[src/rtl/utx_pkg.sv]
package utx_pkg;
  localparam int unsigned CELL_OCTETS = 53;
  localparam int unsigned OCTET_W     = 8;
  localparam int unsigned PHY_ADDR_W  = 5;
  localparam int unsigned FULL_SLACK  = 4;

  typedef enum logic {
    FLOW_CELL  = 1'b0,
    FLOW_OCTET = 1'b1
  } flow_mode_e;
endpackage

[src/rtl/utx_pos_track.sv]
module utx_pos_track #(
  parameter int unsigned CELL_LEN = utx_pkg::CELL_OCTETS
) (
  input  logic clk,
  input  logic rst_n,
  input  logic mode_in,
  input  logic fire,
  output logic at_boundary,
  output logic oct_eff
);
  localparam int unsigned PW = (CELL_LEN > 1) ? $clog2(CELL_LEN) : 1;
  localparam logic [PW-1:0] LAST = PW'(CELL_LEN - 1);

  logic [PW-1:0] pos_q;
  logic          mode_q;

  assign at_boundary = (pos_q == '0);
  // mode pin only matters when a new cell is about to begin
  assign oct_eff = at_boundary ? mode_in : mode_q;

  always_ff @(posedge clk) begin
    if (!rst_n) begin
      pos_q  <= '0;
      mode_q <= 1'b0;
    end else if (fire) begin
      if (at_boundary) mode_q <= mode_in;
      pos_q <= (pos_q == LAST) ? '0 : pos_q + 1'b1;
    end
  end
endmodule

[src/rtl/utx_slack.sv]
module utx_slack #(
  parameter int unsigned SLACK = utx_pkg::FULL_SLACK
) (
  input  logic clk,
  input  logic rst_n,
  input  logic phy_avail,
  input  logic fire,
  output logic has_credit
);
  localparam int unsigned CW = $clog2(SLACK + 1);
  localparam logic [CW-1:0] FULLC = CW'(SLACK);

  logic [CW-1:0] left_q;

  generate
    if (SLACK == 0) begin : g_none
      assign has_credit = 1'b0;
    end else begin : g_cnt
      assign has_credit = (left_q != '0);
    end
  endgenerate

  always_ff @(posedge clk) begin
    if (!rst_n)                    left_q <= '0;
    else if (phy_avail)            left_q <= FULLC;
    else if (fire && left_q != '0) left_q <= left_q - 1'b1;
  end
endmodule

[src/rtl/utx_out_stage.sv]
module utx_out_stage #(
  parameter int unsigned DW = utx_pkg::OCTET_W
) (
  input  logic          clk,
  input  logic          rst_n,
  input  logic          fire,
  input  logic          first,
  input  logic [DW-1:0] din,
  output logic          enb_n,
  output logic          soc,
  output logic [DW-1:0] dout
);
  always_ff @(posedge clk) begin
    if (!rst_n) begin
      enb_n <= 1'b1;
      soc   <= 1'b0;
      dout  <= '0;
    end else begin
      enb_n <= ~fire;
      soc   <= fire & first;
      if (fire) dout <= din;
    end
  end
endmodule

[src/rtl/utx_sphy_tx.sv]
module utx_sphy_tx #(
  parameter int unsigned DATA_W   = utx_pkg::OCTET_W,
  parameter int unsigned ADDR_W   = utx_pkg::PHY_ADDR_W,
  parameter int unsigned CELL_LEN = utx_pkg::CELL_OCTETS,
  parameter int unsigned SLACK    = utx_pkg::FULL_SLACK
) (
  input  logic              clk,
  input  logic              rst_n,
  input  logic              octet_mode,
  input  logic              phy_avail,
  input  logic              s_valid,
  input  logic [DATA_W-1:0] s_data,
  output logic              s_ready,
  output logic [ADDR_W-1:0] tx_addr,
  output logic              tx_enb_n,
  output logic [DATA_W-1:0] tx_data,
  output logic              tx_soc
);
  import utx_pkg::*;

  logic at_boundary;
  logic oct_eff;
  logic has_credit;
  logic fire;
  logic gate;

  assign tx_addr = '1;

  always_comb begin
    if (flow_mode_e'(oct_eff) == FLOW_OCTET) gate = phy_avail | has_credit;
    else if (at_boundary)                    gate = phy_avail;
    else                                     gate = 1'b1;
  end

  assign s_ready = gate;
  assign fire    = s_valid & gate;

  utx_pos_track #(.CELL_LEN(CELL_LEN)) u_pos (
    .clk(clk), .rst_n(rst_n), .mode_in(octet_mode), .fire(fire),
    .at_boundary(at_boundary), .oct_eff(oct_eff)
  );

  utx_slack #(.SLACK(SLACK)) u_slack (
    .clk(clk), .rst_n(rst_n), .phy_avail(phy_avail), .fire(fire),
    .has_credit(has_credit)
  );

  utx_out_stage #(.DW(DATA_W)) u_out (
    .clk(clk), .rst_n(rst_n), .fire(fire), .first(at_boundary),
    .din(s_data), .enb_n(tx_enb_n), .soc(tx_soc), .dout(tx_data)
  );
endmodule

[config.mk]
export PLATFORM = sky130hd
export DESIGN_NAME = utx_sphy_tx
export DESIGN_NICKNAME = d
export VERILOG_FILES = /design/src/rtl/utx_pkg.sv /design/src/rtl/utx_pos_track.sv /design/src/rtl/utx_slack.sv /design/src/rtl/utx_out_stage.sv /design/src/rtl/utx_sphy_tx.sv
export SDC_FILE = /design/constraint.sdc
export NUM_CORES = 1
export LEC_CHECK = 0
export ABC_AREA = 1
export BUFFER_PORTS_ARGS = -buffer_cell sky130_fd_sc_hd__buf_2
export CAP_MARGIN = 20
export CELL_PAD_IN_SITES_DETAIL_PLACEMENT = 1
export CELL_PAD_IN_SITES_GLOBAL_PLACEMENT = 2
export CORE_ASPECT_RATIO = 0.6
export CORE_UTILIZATION = 29
export CTS_CLUSTER_DIAMETER = 100
export DETAILED_ROUTE_END_ITERATION = 10
export GPL_ROUTABILITY_DRIVEN = 0
export PLACE_DENSITY_LB_ADDON = 0.1
export SLEW_MARGIN = 20
export SYNTH_ARGS = -nofsm -noshare
export SYNTH_HDL_FRONTEND = slang
export SYNTH_SLANG_ARGS = --single-unit
[constraint.sdc]
create_clock -name clk -period 3.1 [get_ports clk]
set_input_delay 0.775 -clock clk [delete_from_list [all_inputs] [get_ports clk]]
set_output_delay 0.775 -clock clk [all_outputs]
set_load 0.01 [all_outputs]
# [Yosys cells after proc, flatten, opt, wreduce, memory -nomap -nowiden]
# Cells that the tools add are included.
[classes] n_addsub=2 eq_ne=1 n_mux=6 bitwise=5 n_reduce_logical=5
[op_table] op="$add A6 B1 Y6 const B" count=1
[op_table] op="$eq A6 B6 Y1 const B" count=1
[op_table] op="$logic_not A6 Y1" count=1
[op_table] op="$mux W3" count=2
[op_table] op="$mux W6" count=1
[op_table] op="$mux W1" count=3
[op_table] op="$reduce_bool A3 Y1" count=1
[op_table] op="$sub A3 B1 Y3 const B" count=1
[op_table] op="$and A1 B1 Y1" count=2
[op_table] op="$not A1 Y1" count=2
[op_table] op="$reduce_bool A2 Y1" count=1
[op_table] op="$reduce_or A2 Y1" count=1
[op_table] op="$logic_and A1 B1 Y1" count=1
[op_table] op="$or A1 B1 Y1" count=1
[totals] reg_bits=20 input_bits=13 output_inout_bits=16 word_cells=26

# [Longest topological paths before layout]
[depth] ltp_word=7 depth_mapped=11 mapped_depth_nobuf=11

# [Cells and area by module]
# A second synthesis with hierarchy kept.
[hier_totals] hier_cells=153 hier_area_um2=1041.0
[by_module_without_submodules] mod="utx_out_stage" n_inst=1 cells_per_inst=56 area_each_um2=404.1 seq_area_each_um2=200.2
[by_module_without_submodules] mod="utx_pos_track" n_inst=1 cells_per_inst=56 area_each_um2=387.9 seq_area_each_um2=140.1
[by_module_without_submodules] mod="utx_slack" n_inst=1 cells_per_inst=27 area_each_um2=172.7 seq_area_each_um2=60.1
[by_module_without_submodules] mod="utx_sphy_tx" n_inst=1 cells_per_inst=14 area_each_um2=76.3 seq_area_each_um2=0.0

# [Worst setup path after synthesis]
# OpenSTA, ideal clock, no wires.
[synth_timing] path_kind="input -> output" start="in octet_mode" end="out s_ready" arrival_ns=1.083 t_required_ns=2.325 slack_ns=1.242 path_stages=4 path_buffers=0 path_cell_list="inv_1 -> nand4_1 -> nand2_1 -> nand2_2"
[synth_via] elab_chain_cells=2
[synth_lines] item="start, declared" line_no="utx_sphy_tx.sv:9" text="input logic octet_mode,"
[synth_lines] item="$mux W1" line_no="utx_pos_track.sv:19" text="assign oct_eff = at_boundary ? mode_in : mode_q;"
[synth_lines] item="$mux W1" line_no="utx_sphy_tx.sv:30" text="if (flow_mode_e'(oct_eff) == FLOW_OCTET) gate = phy_avail | has_credit;"
[synth_lines] item="end, declared" line_no="utx_sphy_tx.sv:13" text="output logic s_ready,"
# No other way between the ends.

# [Worst setup path after layout]
[layout_timing] start="reg u_pos.pos_q[0]" end="out s_ready"
[layout_via] elab_chain_cells=3 elab_cells_between_ends=4 classes_between="3 x mux; 1 x reduce/logical"
[layout_lines] item="start, declared" line_no="utx_pos_track.sv:14" text="logic [PW-1:0] pos_q;"
[layout_lines] item="start signal, assigned" line_no="utx_pos_track.sv:27" text="pos_q <= (pos_q == LAST) ? '0 : pos_q + 1'b1;"
[layout_lines] item="$logic_not A6 Y1 (*)" line_no="utx_pos_track.sv:17" text="assign at_boundary = (pos_q == '0);"
[layout_lines] item="$mux W1, on equally long branches" line_no="utx_sphy_tx.sv:31, utx_pos_track.sv:19"
[layout_lines] item="$mux W1 (*)" line_no="utx_sphy_tx.sv:30"
# Mark *: on every way between the ends. The rest lies on a longest branch, timed or not.

==> results.tsv <==
stage	metric	value	unit
grt	largest net degree at the start of global routing	20	
clocking	Clock Path Buffers	2	
worst_setup_path	CP cell instances	inv_1 -> ha_1 -> nand3_2 -> a21oi_2 -> nand2_2 -> buf_2	
route	WL met1	1150	um
worst_hold_path	min-delay src	u_slack.left_q[0]	
placement	IO buf count	23	
placement	pre-CTS setup slack	968	ps
route	DR vias	902	
clocking	hold buffer count at CTS	0	
floorplanning	Initial Util	30.3	%
worst_setup_path	r2r worst-path depth	11	
worst_setup_path	R2R Path Start	u_slack.left_q[0]	
clocking	CTS tree	done	
logic_synthesis	number of synthesized register bits	20	
timing	Final setup viols	0	
route	drt drc	0	
worst_setup_path	WS Path Type	register to output port	
route	drt pass-1 iters	4	
logic_synthesis	post-synthesis cell count	132	
floorplanning	Die ar.	3660	um2
worst_setup_path	CP startpoint kind	register	
route	Starting DRT DRC Count	25	
worst_setup_path	Worst setup EP type	output port	
worst_setup_path	CP startpoint	u_pos.pos_q[0]	
route	met2 WL post-DR	1060	um
clocking	worst skew pair latency	260	ps
route	antenna-violating nets left	0	
pwr	Clock power frac	38.8	%
clocking	Worst-path clk slew	70	ps
floorplanning	I/O pin total	29	
worst_hold_path	Hold WC Path Type	register to register	
clocking	number of buffers created by CTS	3	
pwr	sw frac	26.2	%
worst_setup_path	crit-path max FO	5	
floorplanning	die height	47.3	um
logic_synthesis	ranking of synthesized cells by area	dfxtp_1, inv_1, nor2_1, o21ai_0, nand2_1	
final_layout	area grow syn2layout	19.6	%
worst_hold_path	WHS Endpoint	u_slack.left_q[0]	
worst_hold_path	WHS Path Cells	2	
logic_synthesis	Ys Warns	0	
logic_synthesis	Post-Syn Area per Cell	7.50	um2
logic_synthesis	count leader, synth	dfxtp_1	
logic_synthesis	Post-synth top cells	dfxtp_1, inv_1, nor2_1, nand2_1, o21ai_0	
timing	Final Max Slew Viols	0	
logic_synthesis	FFs w/ async S/R, synth	0	%
clocking	setup bufs post-CTS	0	
timing	Final Critical Period	2260	ps
worst_setup_path	CP required	2320	ps
route	DR vias/cell	4.51	
placement	post-DP HPWL	1730	um
final_layout	post-layout net count	173	
timing	final period utilization	72.8	%
logic_synthesis	share of the yosys chip area belonging to registers	40.5	%
worst_setup_path	CP top delay family	flip-flops	
worst_setup_path	slowest cell on the critical path	dfxtp_1	
grt	grt total ovfl	0	
timing	Clock Skews	3.18	ps
timing	Final Hold Vio Count	0	
pwr	worst vdd ir	217	uV
floorplanning	Die Span X	77.4	um
logic_synthesis	Cell variety after synth	24	
pwr	Tot Pwr	0.668	mW
flow_run	maxcap violations	0	
worst_setup_path	Critical Path AT	1480	ps
pwr	Int Power	0.493	mW
clocking	post_cts resized	0	
clocking	clock sinks	20	
pwr	Reg power frac	43.2	%
route	met3 wire length	122	um
worst_setup_path	FF-to-FF End	u_pos.pos_q[2]	
grt	GRT Overall Usage	14.2	%
worst_setup_path	crit-path max cell delay	350	ps
grt	initial antenna violation count	0	
final_layout	share of cells above drive strength 1	23.9	%
final_layout	post-layout util	36.3	%
timing	setup TNS	0	ps
timing	RSZ-0062 raised after global routing	no	
pwr	PD cells	564	nW/um2
logic_synthesis	Post-synth EDFFs	0	
worst_setup_path	r2r setup slk	1240	ps
status	status	completed	
floorplanning	row count	16	
final_layout	# diodes	0	
clocking	H-tree depth	1	
logic_synthesis	top cell type's share of synthesized area	40.5	%
worst_setup_path	Worst Path Buf+Inv	2	
timing	achievable clock frequency	443	MHz
logic_synthesis	Mapped Area	990	um2
grt	first-pass GRT wire length	3890	um
logic_synthesis	Synth Flop Type	dfxtp_1	
pwr	combinational share of power	18.0	%
pwr	Static Leak	0.535	nW
route	DRT Wirelength	2350	um
route	WL/cell	11.8	um
pwr	P_sw	0.175	mW
timing	Setup WS post-layout	843	ps
grt	vias in the first global route	845	
floorplanning	core area	3260	um2
clocking	CTS root buffer	clkbuf_8	
logic_synthesis	post-synth top area cell	dfxtp_1	
route	highest metal used	met4	
==> worst register-to-register path, stage by stage, from the launching register on <==
cell     delay (ps)
dfxtp_1         330
inv_1            60
ha_1            190
ha_1            170
inv_1           130
nand2_1          80
nand2_2         120
nand2_4         150
inv_2           300
nand3_1         110
nand2_1          80
nor2_1           40
==> area by class of cell <==
| class | count | area (um2) |
|---|---|---|
| Clock buffer | 3 | 41.3 |
| Clock inverter | 1 | 30.0 |
| Fill cell | 419 | 2080 |
| Inverter | 19 | 71.3 |
| Multi-Input combinational cell | 89 | 469 |
| Sequential cell | 20 | 400 |
| Tap cell | 45 | 56.3 |
| Timing Repair Buffer | 23 | 115 |
==> stage by stage <==
step	cells	hold WS (ps)	instance area, um2
final	200	467	1180
after CTS	200	474	1180
after global routing	200	494	1180
after floorplan	136	442	1000
after global placement	196	451	1110
after detailed placement	196	464	1110
==> registers in the layout, summed over array words and instances, names as in the netlist <==
| signal | flops |
|---|---|
| u_pos.pos_q | 6 |
| u_out.dout | 8 |
| u_slack.left_q | 3 |
| u_out.soc | 1 |
| u_out.enb_n | 1 |
| u_pos.mode_q | 1 |
==> cell families after synthesis <==
family                   share of synthesized area (%)
AND/OR/NAND/NOR                                   24.8
XOR/XNOR                                         0.885
flip-flops                                        40.5
other                                            0.379
buffers and inverters                             13.7
adder cells (fa/ha/maj)                           5.06
AO/OA/AOI/OAI                                     14.8
==> how the worst max path moves through the flow <==
stage	end	slack (ps)	cells past startpoint
floorplan	s_ready	1240	4
global placement	s_ready	990	6
detailed placement	s_ready	970	6
CTS	s_ready	820	7
global route	s_ready	690	7
finish	s_ready	840	6
==> power by group through the flow <==
| stage | Clock (mW) | Sequential (mW) | Combinational, mW |
|---|---|---|---|
| after global placement | 0 | 0.294 | 0.119 |
| after CTS | 0.271 | 0.289 | 0.122 |
| after floorplan | 0 | 0.300 | 0.0825 |
| final | 0.259 | 0.289 | 0.120 |
| after global routing | 0.285 | 0.292 | 0.137 |
| after detailed placement | 0 | 0.295 | 0.122 |
==> layer usage <==
layer	up-vias	track usage, %
met4	0	4.53
li1	459	-
met3	2	4.66
met1	416	18.1
met2	25	23.5
met5	-	0
==> placed cells by master, fill, tap and decap left out, types with 5 or more instances in the layout <==
cell     count
a21oi_1      8
buf_2       23
conb_1       5
dfxtp_1     20
inv_1       18
nand2_1     16
nand3_1      7
nor2_1      18
o21ai_0     13
No activity file was read; power rests on OpenSTA's default activity.
